==> src/rtl/circ_agen_pkg.sv <==
package circ_agen_pkg;
    localparam int ADDR_W_DEF = 14;
    localparam int NPTR_DEF   = 4;
    localparam int NMOD_DEF   = 4;
endpackage

==> src/rtl/circ_agen_wrap.sv <==
// Post-modify adder with single fold into [base, base+len).
module circ_agen_wrap #(
    parameter int AW = 14
) (
    input  logic [AW-1:0] cur_ptr,
    input  logic [AW-1:0] step,
    input  logic [AW-1:0] win_base,
    input  logic [AW-1:0] win_len,
    output logic [AW-1:0] nxt_ptr
);
    localparam int SW = AW + 2;

    logic signed [SW-1:0] sum_s;
    logic signed [SW-1:0] lo_s;
    logic signed [SW-1:0] hi_s;
    logic signed [SW-1:0] len_s;

    always_comb begin
        sum_s = signed'({2'b00, cur_ptr}) + signed'({{2{step[AW-1]}}, step});
        lo_s  = signed'({2'b00, win_base});
        len_s = signed'({2'b00, win_len});
        hi_s  = lo_s + len_s;
        nxt_ptr = AW'(sum_s);
        if (win_len != '0) begin
            if (sum_s >= hi_s) begin
                nxt_ptr = AW'(sum_s - len_s);
            end else if (sum_s < lo_s) begin
                nxt_ptr = AW'(sum_s + len_s);
            end
        end
    end
endmodule

==> src/rtl/circ_agen_mod_bank.sv <==
module circ_agen_mod_bank #(
    parameter int AW   = 14,
    parameter int NMOD = 4,
    parameter int MW   = $clog2(NMOD)
) (
    input  logic          clk,
    input  logic          rst_n,
    input  logic          wr_en,
    input  logic [MW-1:0] wr_sel,
    input  logic [AW-1:0] wr_val,
    input  logic [MW-1:0] rd_sel,
    output logic [AW-1:0] rd_val
);
    logic [NMOD-1:0][AW-1:0] mod_d, mod_q;

    always_comb begin
        mod_d = mod_q;
        if (wr_en) begin
            mod_d[wr_sel] = wr_val;
        end
    end

    always_ff @(posedge clk) begin
        if (!rst_n) begin
            mod_q <= '0;
        end else begin
            mod_q <= mod_d;
        end
    end

    assign rd_val = mod_q[rd_sel];

    // a written modify value is what later accesses see
    p_mod_write_r5: assert property (@(posedge clk) disable iff (!rst_n)
        wr_en |=> mod_q[$past(wr_sel)] == $past(wr_val));
endmodule

==> src/rtl/circ_agen_ptr_bank.sv <==
module circ_agen_ptr_bank #(
    parameter int AW   = 14,
    parameter int NPTR = 4,
    parameter int PW   = $clog2(NPTR)
) (
    input  logic          clk,
    input  logic          rst_n,
    input  logic          ptr_wr_en,
    input  logic [PW-1:0] ptr_wr_sel,
    input  logic [AW-1:0] ptr_wr_val,
    input  logic          len_wr_en,
    input  logic [PW-1:0] len_wr_sel,
    input  logic [AW-1:0] len_wr_val,
    input  logic          acc_en,
    input  logic [PW-1:0] acc_sel,
    input  logic [AW-1:0] upd_ptr,
    input  logic          step_small,
    output logic [AW-1:0] rd_ptr,
    output logic [AW-1:0] rd_base,
    output logic [AW-1:0] rd_len
);
    typedef struct packed {
        logic [AW-1:0] ptr;
        logic [AW-1:0] base;
        logic [AW-1:0] len;
    } ent_t;

    ent_t [NPTR-1:0] ent_d, ent_q;

    always_comb begin
        ent_d = ent_q;
        for (int k = 0; k < NPTR; k++) begin
            if (acc_en && acc_sel == PW'(k)) begin
                ent_d[k].ptr = upd_ptr;
            end
            if (len_wr_en && len_wr_sel == PW'(k)) begin
                ent_d[k].len = len_wr_val;
            end
            // write after update: the load wins
            if (ptr_wr_en && ptr_wr_sel == PW'(k)) begin
                ent_d[k].ptr  = ptr_wr_val;
                ent_d[k].base = ptr_wr_val;
            end
        end
    end

    always_ff @(posedge clk) begin
        if (!rst_n) begin
            ent_q <= '0;
        end else begin
            ent_q <= ent_d;
        end
    end

    assign rd_ptr  = ent_q[acc_sel].ptr;
    assign rd_base = ent_q[acc_sel].base;
    assign rd_len  = ent_q[acc_sel].len;

    function automatic logic in_win(logic [AW-1:0] p, logic [AW-1:0] b,
                                    logic [AW-1:0] l);
        return ({1'b0, p} >= {1'b0, b}) && ({1'b0, p} < ({1'b0, b} + {1'b0, l}));
    endfunction

    for (genvar k = 0; k < NPTR; k++) begin : g_chk
        // pointer write has priority over post-modify
        p_load_wins_r8: assert property (@(posedge clk) disable iff (!rst_n)
            (ptr_wr_en && ptr_wr_sel == PW'(k)) |=> ent_q[k].ptr == $past(ptr_wr_val));
        // untouched pointer holds
        p_hold_r10: assert property (@(posedge clk) disable iff (!rst_n)
            (!(ptr_wr_en && ptr_wr_sel == PW'(k)) && !(acc_en && acc_sel == PW'(k)))
            |=> $stable(ent_q[k].ptr));
        // an in-window pointer stays in its window after a small step
        p_window_r6: assert property (@(posedge clk) disable iff (!rst_n)
            (acc_en && acc_sel == PW'(k) && step_small && ent_q[k].len != '0
             && !(ptr_wr_en && ptr_wr_sel == PW'(k))
             && !(len_wr_en && len_wr_sel == PW'(k))
             && in_win(ent_q[k].ptr, ent_q[k].base, ent_q[k].len))
            |=> in_win(ent_q[k].ptr, ent_q[k].base, ent_q[k].len));
    end
endmodule

==> src/rtl/circ_agen.sv <==
module circ_agen #(
    parameter int AW   = circ_agen_pkg::ADDR_W_DEF,
    parameter int NPTR = circ_agen_pkg::NPTR_DEF,
    parameter int NMOD = circ_agen_pkg::NMOD_DEF,
    localparam int PW  = $clog2(NPTR),
    localparam int MW  = $clog2(NMOD)
) (
    input  logic          clk,
    input  logic          rst_n,
    input  logic          ptr_wr_en,
    input  logic [PW-1:0] ptr_wr_sel,
    input  logic [AW-1:0] ptr_wr_val,
    input  logic          len_wr_en,
    input  logic [PW-1:0] len_wr_sel,
    input  logic [AW-1:0] len_wr_val,
    input  logic          mod_wr_en,
    input  logic [MW-1:0] mod_wr_sel,
    input  logic [AW-1:0] mod_wr_val,
    input  logic          acc_en,
    input  logic [PW-1:0] acc_ptr_sel,
    input  logic [MW-1:0] acc_mod_sel,
    output logic [AW-1:0] addr_out,
    output logic          addr_vld
);
    typedef struct packed {
        logic          vld;
        logic [AW-1:0] addr;
    } out_t;

    out_t          out_d, out_q;
    logic [AW-1:0] cur_ptr, cur_base, cur_len, cur_mod, nxt_ptr, step_mag;
    logic          step_small;

    circ_agen_mod_bank #(.AW(AW), .NMOD(NMOD), .MW(MW)) u_mods (
        .clk    (clk),
        .rst_n  (rst_n),
        .wr_en  (mod_wr_en),
        .wr_sel (mod_wr_sel),
        .wr_val (mod_wr_val),
        .rd_sel (acc_mod_sel),
        .rd_val (cur_mod)
    );

    circ_agen_ptr_bank #(.AW(AW), .NPTR(NPTR), .PW(PW)) u_ptrs (
        .clk        (clk),
        .rst_n      (rst_n),
        .ptr_wr_en  (ptr_wr_en),
        .ptr_wr_sel (ptr_wr_sel),
        .ptr_wr_val (ptr_wr_val),
        .len_wr_en  (len_wr_en),
        .len_wr_sel (len_wr_sel),
        .len_wr_val (len_wr_val),
        .acc_en     (acc_en),
        .acc_sel    (acc_ptr_sel),
        .upd_ptr    (nxt_ptr),
        .step_small (step_small),
        .rd_ptr     (cur_ptr),
        .rd_base    (cur_base),
        .rd_len     (cur_len)
    );

    circ_agen_wrap #(.AW(AW)) u_wrap (
        .cur_ptr  (cur_ptr),
        .step     (cur_mod),
        .win_base (cur_base),
        .win_len  (cur_len),
        .nxt_ptr  (nxt_ptr)
    );

    always_comb begin
        step_mag   = cur_mod[AW-1] ? (~cur_mod + AW'(1)) : cur_mod;
        step_small = step_mag < cur_len;
        out_d.vld  = acc_en;
        out_d.addr = acc_en ? cur_ptr : out_q.addr;
    end

    always_ff @(posedge clk) begin
        if (!rst_n) begin
            out_q <= '0;
        end else begin
            out_q <= out_d;
        end
    end

    assign addr_out = out_q.addr;
    assign addr_vld = out_q.vld;

    // issued address is the pre-update pointer
    p_issue_old_r2: assert property (@(posedge clk) disable iff (!rst_n)
        acc_en |=> addr_vld && addr_out == $past(cur_ptr));
    // no strobe, no valid
    p_vld_idle_r2: assert property (@(posedge clk) disable iff (!rst_n)
        !acc_en |=> !addr_vld);
endmodule

==> config.mk <==
export PLATFORM = sky130hd
export DESIGN_NAME = circ_agen
export DESIGN_NICKNAME = d
export VERILOG_FILES = /design/src/rtl/circ_agen_pkg.sv /design/src/rtl/circ_agen_wrap.sv /design/src/rtl/circ_agen_mod_bank.sv /design/src/rtl/circ_agen_ptr_bank.sv /design/src/rtl/circ_agen.sv
export SDC_FILE = /design/constraint.sdc
export NUM_CORES = 1
export LEC_CHECK = 0
export CORE_MARGIN = 2
export CORE_UTILIZATION = 40
export DETAILED_ROUTE_END_ITERATION = 12
export GPL_TIMING_DRIVEN = 0
export PLACE_DENSITY = 0.68
export SLEW_MARGIN = 15
export SYNTH_ARGS = -nofsm -noshare
export SYNTH_HDL_FRONTEND = slang
export SYNTH_SLANG_ARGS = --single-unit
==> constraint.sdc <==
create_clock -name clk -period 6.4 [get_ports clk]
set_clock_uncertainty 0.15 [all_clocks]
set_input_delay 0.64 -clock clk [delete_from_list [all_inputs] [get_ports clk]]
set_output_delay 0.64 -clock clk [all_outputs]
set_load 0.03 [all_outputs]
### Yosys cells after proc, flatten, opt, wreduce, memory -nomap -nowiden

Index checks and enable logic that the tools add are counted.

* $add $sub $neg: 4
* order comparisons: 6
* equality and inequality tests: 9
* multiplexer cells: 18
* reductions and logical operators: 21

Operators with widths (number)
* 2-to-1 mux 14 bit: 9
* 2-to-1 mux 28 bit: 4
* binary-select mux 42 bit (select 2 bit): 1
* bitwise mux 56 bit: 1
* 2-to-1 mux 42 bit: 1
* binary-select mux 14 bit (select 2 bit): 1
* demux 14 bit (select 2 bit): 1
* adder 15 x 14 -> 16 bit: 1
* greater-or-equal comparator 16 bit: 1
* < comparator 16 x 15 -> 1 bit: 1
* adder 14 x 14 -> 15 bit: 1
* adder 14 bit: 1
* nonzero test 14 bit: 1
* subtractor 14 bit: 1
* logical AND 1 bit: 13
* == test 2 bit (second input constant): 6
* < comparator 2 x 3 -> 1 bit (second input constant): 3
* nonzero test 2 bit: 4
* == test 2 x 1 -> 1 bit (second input constant): 3
* zero test 2 bit: 3
* greater-or-equal comparator 2 x 1 -> 1 bit (second input constant): 1

* register bits after elaboration: 239
* input port bits: 58
* output and inout bits: 15
* logic and storage cells: 76

### Longest topological paths before layout

Gate-level depths: netlist (run 1).

* depth in word-level cells: 9
* gate-level depth with buffers: 27
* depth with buffers taken out: 23

### Hierarchy

Synthesis (run 1) repeated with hierarchy kept, for this count alone.

* cells, all modules: 1714
* area, all modules: 14787.9 sq um

By module, submodules not included
* circ_agen_ptr_bank: instances 1, cells an instance 866, area each 7618.6 sq um, sequential area each 3363.2 sq um
* circ_agen_wrap: instances 1, cells an instance 497, area each 3626.0 sq um, sequential area each 0.0 sq um
* circ_agen_mod_bank: instances 1, cells an instance 218, area each 2377.3 sq um, sequential area each 1121.1 sq um
* circ_agen: instances 1, cells an instance 133, area each 1166.1 sq um, sequential area each 300.3 sq um

### Worst setup path before layout (run 1)

No wires, ideal clock.

* path type: in2reg
* from: input port acc_ptr_sel[0]
* to: register u_ptrs.ent_q[167] (netlist bit)
* setup time: 0.138 ns
* data arrival time: 6.582 ns
* data required time: 6.112 ns
* slack: -0.471 ns
* stages on the path: 24
* path buffers: 5
* cells stage by stage: buf_6 -> buf_8 -> buf_2 -> buf_1 -> buf_1 -> mux4_2 -> ha_1 -> a21oi_1 -> o21bai_1 -> a21oi_1 -> o21bai_1 -> a2111o_1 -> nand2_1 -> xor2_1 -> ha_1 -> nand4_1 -> o31ai_1 -> nor2_1 -> a2111oi_2 -> o211ai_1 -> or3_1 -> o21ai_1 -> xnor2_2 -> o221ai_1

* longest elaborated chain between the ends: 9
* elaborated cells between the ends (all ways): 17
* classes of those cells: add/sub (4); order compare (2); eq/ne (1); mux (7); reduce/logical (3)

RTL lines
* start, declared: line circ_agen.sv:20 `input logic [PW-1:0] acc_ptr_sel,`
* binary-select mux 42 bit (select 2 bit): line circ_agen_ptr_bank.sv:55, circ_agen_ptr_bank.sv:56, circ_agen_ptr_bank.sv:57
* 2-to-1 mux 42 bit (not written as such): line circ_agen_ptr_bank.sv:55 `assign rd_ptr = ent_q[acc_sel].ptr;`
* adder 15 x 14 -> 16 bit: line circ_agen_wrap.sv:19 `sum_s = signed'({2'b00, cur_ptr}) + signed'({{2{step[AW-1]}}, step});`
* adder 14 bit or < comparator 16 x 15 -> 1 bit (tied branches): line circ_agen_wrap.sv:28, circ_agen_wrap.sv:27
* 2-to-1 mux 14 bit: line circ_agen_wrap.sv:27 `end else if (sum_s < lo_s) begin`
* 2-to-1 mux 14 bit: line circ_agen_wrap.sv:25 `if (sum_s >= hi_s) begin`
* 2-to-1 mux 14 bit: line circ_agen_wrap.sv:24 `if (win_len != '0) begin`
* 2-to-1 mux 14 bit: line circ_agen_ptr_bank.sv:33 `if (acc_en && acc_sel == PW'(k)) begin`
* 2-to-1 mux 28 bit: line circ_agen_ptr_bank.sv:40 `if (ptr_wr_en && ptr_wr_sel == PW'(k)) begin`
* end signal, assigned: line circ_agen_ptr_bank.sv:51 `ent_q <= ent_d;`
* end, declared: line circ_agen_ptr_bank.sv:28 `ent_t [NPTR-1:0] ent_d, ent_q;`

Parallel ways exist; a longest one is shown, timed or not. The select of a mux whose other input is x is not followed.
A chain may end at the register's enable or synchronous reset.

### Worst setup path after layout (run 1)

* from: input port acc_mod_sel[1]
* to: register u_ptrs.ent_q[74] (netlist bit)

* longest elaborated chain between the ends: 9
* elaborated cells between the ends (all ways): 12
* classes of those cells: add/sub (3); order compare (2); mux (7)

RTL lines
* start, declared: line circ_agen.sv:21 `input logic [MW-1:0] acc_mod_sel,`
* binary-select mux 14 bit (select 2 bit) *: line circ_agen_mod_bank.sv:31 `assign rd_val = mod_q[rd_sel];`
* 2-to-1 mux 14 bit (not written as such) *: line circ_agen_mod_bank.sv:31
* adder 15 x 14 -> 16 bit *: line circ_agen_wrap.sv:19
* adder 14 bit or < comparator 16 x 15 -> 1 bit (tied branches): line circ_agen_wrap.sv:28, circ_agen_wrap.sv:27
* 2-to-1 mux 14 bit: line circ_agen_wrap.sv:27
* 2-to-1 mux 14 bit: line circ_agen_wrap.sv:25
* 2-to-1 mux 14 bit *: line circ_agen_wrap.sv:24
* 2-to-1 mux 14 bit *: line circ_agen_ptr_bank.sv:33
* 2-to-1 mux 28 bit *: line circ_agen_ptr_bank.sv:40

Every way passes the cells marked *; elsewhere a longest branch is shown, timed or not. The select of a mux whose other input is x is not followed.

==> impl_metrics.yaml, run 1 <==
yosys:
  synth_nets: 1747
  ys_async_sr_fraction_pct: 0
  syn_avg_cell_area_um2: 8.66
  synth_area_leaders: "dfxtp_1, nand2_1, a21boi_0"
  syn_area_um2: 13900
  yosys_warnings: 0
  synth-edff-count: 0
  synth-seq-cells: 239
  synth_cells: 1605
  synth_top_area_cell: "dfxtp_1"
  ys_seq_area_share_pct: 34.4
  ys_types: 72
  synth_top_area_share_pct: 34.4
  synth-main-ff-cell: "dfxtp_1"
cells_and_area:
  layout_common_cells: "nand2_1, dfxtp_1, a21boi_0"
  layout_commonest_cell: "nand2_1"
  fin_nets: 1856
  final_cell_count_no_fill: 2186
  antenna_cells: 0
  postLayoutCellArea_um2: 16400
  area_growth_pct: 18.1
  fin_util_pct: 47.8
  drive_above_1_share_pct: 10.3
critical_path:
  crit_type: "in2reg"
  worst_ep_arrival_time_ps: 6480
  start_kind: "input port"
  reg2reg_depth: 24
  r2r_slack_ps: 600
  cp.required_ps: 6630
  crit_fanout: 10
  cp-end-kind: "flip-flop"
  rr_startpoint: "u_ptrs.ent_q[127]$_SDFFE_PN0P_"
  r2r_end: "u_ptrs.ent_q[167]$_SDFFE_PN0P_"
sta:
  layout_setup_ws_ps: 150
  maxSlewViolCount: 0
  finalCritPeriodShare_pct: 97.7
  setup_tns_ps: 0
  fmax_mhz: 160
  maxSlewHeadroom_pct: 32.5
  setup_viol: 0
  hold_viol_final: 0
  tightestPinTransition_ps: 1010
  min_period_ps: 6250
detailed_routing:
  drt_iter0_drc: 1282
  routed-via-count: 12764
  remaining_drc_errors: 0
  firstDrtPassIters: 5
  wl_per_cell_um: 20.2
  postRouteAntennaNets: 0
  viasPerCell: 5.84
  drt-total-wl_um: 44100
hold_path:
  holdPathEnd: "u_ptrs.ent_q[26]$_SDFFE_PN0P_"
  worstHoldStart: "ptr_wr_val[12]"
  hold_path.class: "in2reg"
  min_path_cells: 3
clock_network:
  postCtsHoldBufs: 0
  clock-sinks: 239
  cts_tree: "done"
  htreeDepth: 1
  worst_skew_pair.late_latency_ps: 540
  cts_buffer_depth: 3
  root_buffer: "clkbuf_16"
  cts_buffers: 26
  clkSlewWorstSetupHoldPaths_ps: 60
floorplan:
  start_util_pct: 40.5
  row_count: 68
  fp.dieW_um: 190
  dieArea_um2: 36300
  pin_count: 73
  die_y_um: 190
  core-area_um2: 34400
power_and_ir_drop:
  power_per_cell_area_nw_per_um2: 272
  p_leak_nw: 6.08
  vdd_drop_max_v: 0.000145
place:
  hpwl_um: 32300
  dp_cells: 2127
  place_ws_ps: -2120
  place.gp.congestion: 0.953
  port_buffers: 67
  placed_area_um2: 15200
grt:
  use_met2_pct: 39.8
  antenna_found_initial: 0
  grt_pass1_wl_um: 68300
  grt_overflow: 0
  grt_pass1_vias: 12305
  grt_max_degree: 20
  busiest_layer: "met2"
  met1_usage_pct: 31.8
  grt_usage_pct: 24.0
  grt_use_met3_pct: 2.98
flow_run:
  cap_violations: 0
status:
  status: "complete, no violations"
-- critical path: stages --
cell and delay (ps):
clkdlybuf4s50_1 630, buf_4 270, mux4_2 370, ha_1 420, nand2_1 90, or3_1 430
nand2_1 90, a21oi_1 100, xnor2_2 280, ha_1 290, a21oi_1 140, o21ai_0 120
a2111oi_0 460, nor2_1 90, a2bb2oi_1 140, o211a_1 260, or4_1 510, a21o_1 340
and2_1 250, a211oi_4 370, o221ai_1 170
-- metrics by stage --
stage | hold WS [ps] | power [W]
after detailed placement | 306 | 0.00278
after floorplan | 290 | 0.00240
after global routing | 278 | 0.00465
final | 274 | 0.00447
after CTS | 265 | 0.00436
after global placement | 298 | 0.00276
-- cells in the mapped netlist, types with 5 or more instances --
cell      count
inv_1        56
o211a_1       7
o22ai_1      11
buf_1        10
xor2_1       11
and2_1        9
a21oi_1      58
nand2b_1      9
a21boi_0    169
o221ai_1     46
or2_2         7
or3_1         6
mux2i_1      18
nand4_1       5
clkbuf_1     83
o211ai_1     12
dfxtp_1     239
ha_1         80
a21o_1       14
xnor2_1      26
a211oi_1      7
nand3_1      55
and3_1        8
o21bai_1     10
mux4_2       56
nor2b_1      17
nor3_1       21
o31ai_1       7
o21ai_0      25
nor2_1       62
nor3b_1       5
nand3b_1      6
nand2_1     382
-- state kept, by name, indices dropped and copies added, names as in the netlist --
register / cells
addr_vld: 1
addr_out: 14
u_ptrs.ent_q: 168
u_mods.mod_q: 56
-- area by class of cell --
cell class / count / area [um2]
Buffer: 96 / 440
Multi-Input combinational cell: 1212 / 8750
Timing Repair Buffer: 83 / 792
Clock inverter: 9 / 126
Clock buffer: 36 / 739
Tap cell: 455 / 569
Fill cell: 3346 / 18000
Inverter: 56 / 210
Sequential cell: 239 / 4780
-- what timing repair did --
item                       4_1_cts  5_1_grt
buffers inserted                 6       10
pin swaps                        6        7
setup endpoints to repair       56       56
gates resized for setup         34       26
-- logic make-up (layout without fill, tap and decap cells) --
logic type                 after synthesis  count (layout)  synth area share [%]
and+or+nand+nor                        610             610                  19.3
muxes                                   75              75                  10.4
AOI/OAI and AO/OA                      405             405                  21.3
xor gates and xnor gates                38              38                  2.45
DFF                                    239             239                  34.4
buffers and inverters                  154             280                  4.34
adders and majority gates               84              84                  7.77
-- per-layer routing --
layer | vias up | share of wire (%)
met4 | 0 | 3.9
met2 | 528 | 47
li1 | 5942 | -
met3 | 111 | 7.1
met5 | - | 0
met1 | 6183 | 42
-- worst max path at each step --
stage	start	depth (start not counted)	to	slack, ps
floorplan	acc_ptr_sel[0]	26	u_ptrs.ent_q[167]$_SDFFE_PN0P_	40
global placement	acc_ptr_sel[1]	23	u_ptrs.ent_q[79]$_SDFFE_PN0P_	-2150
detailed placement	acc_ptr_sel[1]	26	u_ptrs.ent_q[79]$_SDFFE_PN0P_	-2120
CTS	acc_ptr_sel[1]	25	u_ptrs.ent_q[161]$_SDFFE_PN0P_	20
global route	acc_ptr_sel[0]	27	u_ptrs.ent_q[167]$_SDFFE_PN0P_	-40
finish	acc_mod_sel[1]	21	u_ptrs.ent_q[74]$_SDFFE_PN0P_	150
-- power breakdown --
| part | switching, W | total, W | internal, W |
|---|---|---|---|
| registers | 0.0000382 | 0.00160 | 0.00156 |
| clock network | 0.000609 | 0.00153 | 0.000923 |
| logic | 0.000823 | 0.00134 | 0.000517 |
| total | 0.00147 | 0.00447 | 0.00300 |
Power figures use the tool's default switching activity.
==> run 2: changes to the inputs <==
--- a/config.mk
+++ b/config.mk
@@ -5,6 +5,8 @@
 export SDC_FILE = /design/constraint.sdc
 export NUM_CORES = 1
 export LEC_CHECK = 0
+export CAP_MARGIN = 0
+export CORE_ASPECT_RATIO = 2
 export CORE_MARGIN = 2
 export CORE_UTILIZATION = 40
 export DETAILED_ROUTE_END_ITERATION = 12
==> constraint.sdc (replaced) <==
create_clock -name clk -period 6.4 [get_ports clk]
set_clock_uncertainty 0.15 [all_clocks]
set_input_delay 1.28 -clock clk [delete_from_list [all_inputs] [get_ports clk]]
set_output_delay 1.28 -clock clk [all_outputs]
set_load 0.03 [all_outputs]
==> run 2 against run 1 <==
The flow now finishes with violations (setup timing). Final area grew 4.9%. Largest power group is now combinational cells. Critical endpoint is now u_ptrs.ent_q[157]$_SDFFE_PN0P_. Worst setup slack lost 150 ps. Utilization grew 2.5 points.
==> impl_metrics.yaml, run 2 (synthesized netlist as in run 1, its figures left out) <==
detailed_routing:
  drt_iter0_drc: 884
  routed-via-count: 12978
  viasPerCell: 5.87
  postRouteAntennaNets: 0
  remaining_drc_errors: 0
  drt-total-wl_um: 49600
  wl_per_cell_um: 22.4
  firstDrtPassIters: 5
power_and_ir_drop:
  power_w: 0.00455
  p_leak_nw: 6.37
  power_per_cell_area_nw_per_um2: 264
  vdd_drop_max_v: 0.000208
clock_network:
  clkSlewWorstSetupHoldPaths_ps: 80
  worst_skew_pair.late_latency_ps: 520
  cts_buffers: 20
  cts_tree: "done"
  clock-sinks: 239
  htreeDepth: 1
  postCtsHoldBufs: 0
  cts_buffer_depth: 3
  root_buffer: "clkbuf_16"
floorplan:
  dieArea_um2: 36400
  core-area_um2: 34200
  row_count: 96
  pin_count: 73
  die_y_um: 268
  start_util_pct: 40.6
  fp.dieW_um: 136
critical_path:
  cp.required_ps: 6620
  cp-end-kind: "flip-flop"
  crit_fanout: 10
  critPathBufInv: 8
  cp_slowest_stage_delay_ps: 580
  start_kind: "input port"
  worst_ep_arrival_time_ps: 6620
  cpMaxStageDelayCell: "mux4_2"
  crit_type: "in2reg"
  crit_family: "compound AO/OA/AOI/OAI gates"
sta:
  min_period_ps: 6400
  maxSlewViolCount: 0
  setup_tns_ps: -2.66
  fmax_mhz: 156
  maxSlewHeadroom_pct: 31.2
  finalCritPeriodShare_pct: 100
  rsz0062_at_grt: "true"
  layout_setup_ws_ps: -2.66
  setup_viol: 1
  tightestPinTransition_ps: 1030
  hold_viol_final: 0
cells_and_area:
  final_cell_count_no_fill: 2212
  fin_nets: 1898
  drive_above_1_share_pct: 15.4
  area_growth_pct: 23.8
  largest_register_ffs: 168
  fillers: 3092
  regMostFlops: "u_ptrs.ent_q"
  regArea_um2: 4780
  layout_common_cells: "nand2_1, dfxtp_1, a21boi_0"
  layout_commonest_cell: "nand2_1"
  fin_util_pct: 50.3
  multi_input_area_um2: 9200
grt:
  antenna_found_initial: 0
  grt_pass1_vias: 13163
  grt_pass1_wl_um: 73000
  grt_usage_pct: 26.6
  grt_max_degree: 18
  grt_overflow: 0
hold_path:
  hold_path.class: "reg2reg"
place:
  place.gp.congestion: 0.991
  dp_cells: 2113
  hpwl_um: 36600
  place_ws_ps: -2880
  port_buffers: 67
status:
  status: "finished with violations"
  violations: "setup timing"
flow_run:
  cap_violations: 0
## run 2: cell count changes in the layout (fill, tap and decap cells not counted), moves of 4 or more
| cell | previous run | this run |
|---|---|---|
| a21oi_1 | 54 | 48 |
| a21oi_2 | 4 | 10 |
| buf_12 | 1 | 8 |
| buf_4 | 21 | 56 |
| clkbuf_1 | 86 | 82 |
| ha_1 | 79 | 70 |
| ha_4 | 1 | 8 |
| nor2_1 | 61 | 57 |
| o21ai_0 | 24 | 19 |
| o21ai_1 | 2 | 6 |
| o221ai_1 | 41 | 35 |
| xnor2_1 | 23 | 19 |
## run 2: final timing paths
kind                                  start                             end  slack (ps)  depth (start not counted)
max                          acc_ptr_sel[0]  u_ptrs.ent_q[157]$_SDFFE_PN0P_          -3                         26
min          u_ptrs.ent_q[107]$_SDFFE_PN0P_  u_ptrs.ent_q[107]$_SDFFE_PN0P_         310                          2
max reg2reg  u_ptrs.ent_q[127]$_SDFFE_PN0P_  u_ptrs.ent_q[166]$_SDFFE_PN0P_         770                         25
min reg2reg  u_ptrs.ent_q[107]$_SDFFE_PN0P_  u_ptrs.ent_q[107]$_SDFFE_PN0P_         310                          2
## run 2: cell type report
type                    count  share of cell area, %
well taps                 441                   3.20
multi-input cells        1212                   53.4
plain buffers              97                   3.19
repair buffers            130                   7.10
diodes                      1                 0.0145
flip-flops and latches    239                   27.8
clock buffers              27                   3.36
clock inverters             9                  0.712
inverters                  56                   1.22
## run 2: layer usage
| layer | track usage [%] | share of wire [%] |
|---|---|---|
| met3 | 2.67 | 4.5 |
| met4 | 24.6 | 10 |
| met1 | 25.5 | 33 |
| met2 | 48.7 | 53 |
| met5 | 0 | 0 |
## run 2: tightest hold or removal path, stage by stage (launching register included)
cell and delay [ps]:
dfxtp_1 310, nand2_1 50, a21boi_0 60
## run 2: repair_timing
item                       CTS  global route
buffers inserted            30            30
gates resized for setup     70            68
cloned                       0             3
setup endpoints to repair   56            56
pin swaps                   22            32
hold endpoints to repair     0             0
## run 2: power breakdown
part	internal, W	switching (W)	total (W)
clock	0.000759	0.000582	0.00134
combinational	0.000684	0.000925	0.00161
sequential	0.00156	0.0000380	0.00160
## run 2: metrics by stage
stage / instance area (um2) / hold WS (ps)
final: 17200 / 315
after global routing: 17200 / 328
after CTS: 16600 / 315
after detailed placement: 15300 / 305
after global placement: 15300 / 297
after floorplan: 14100 / 290
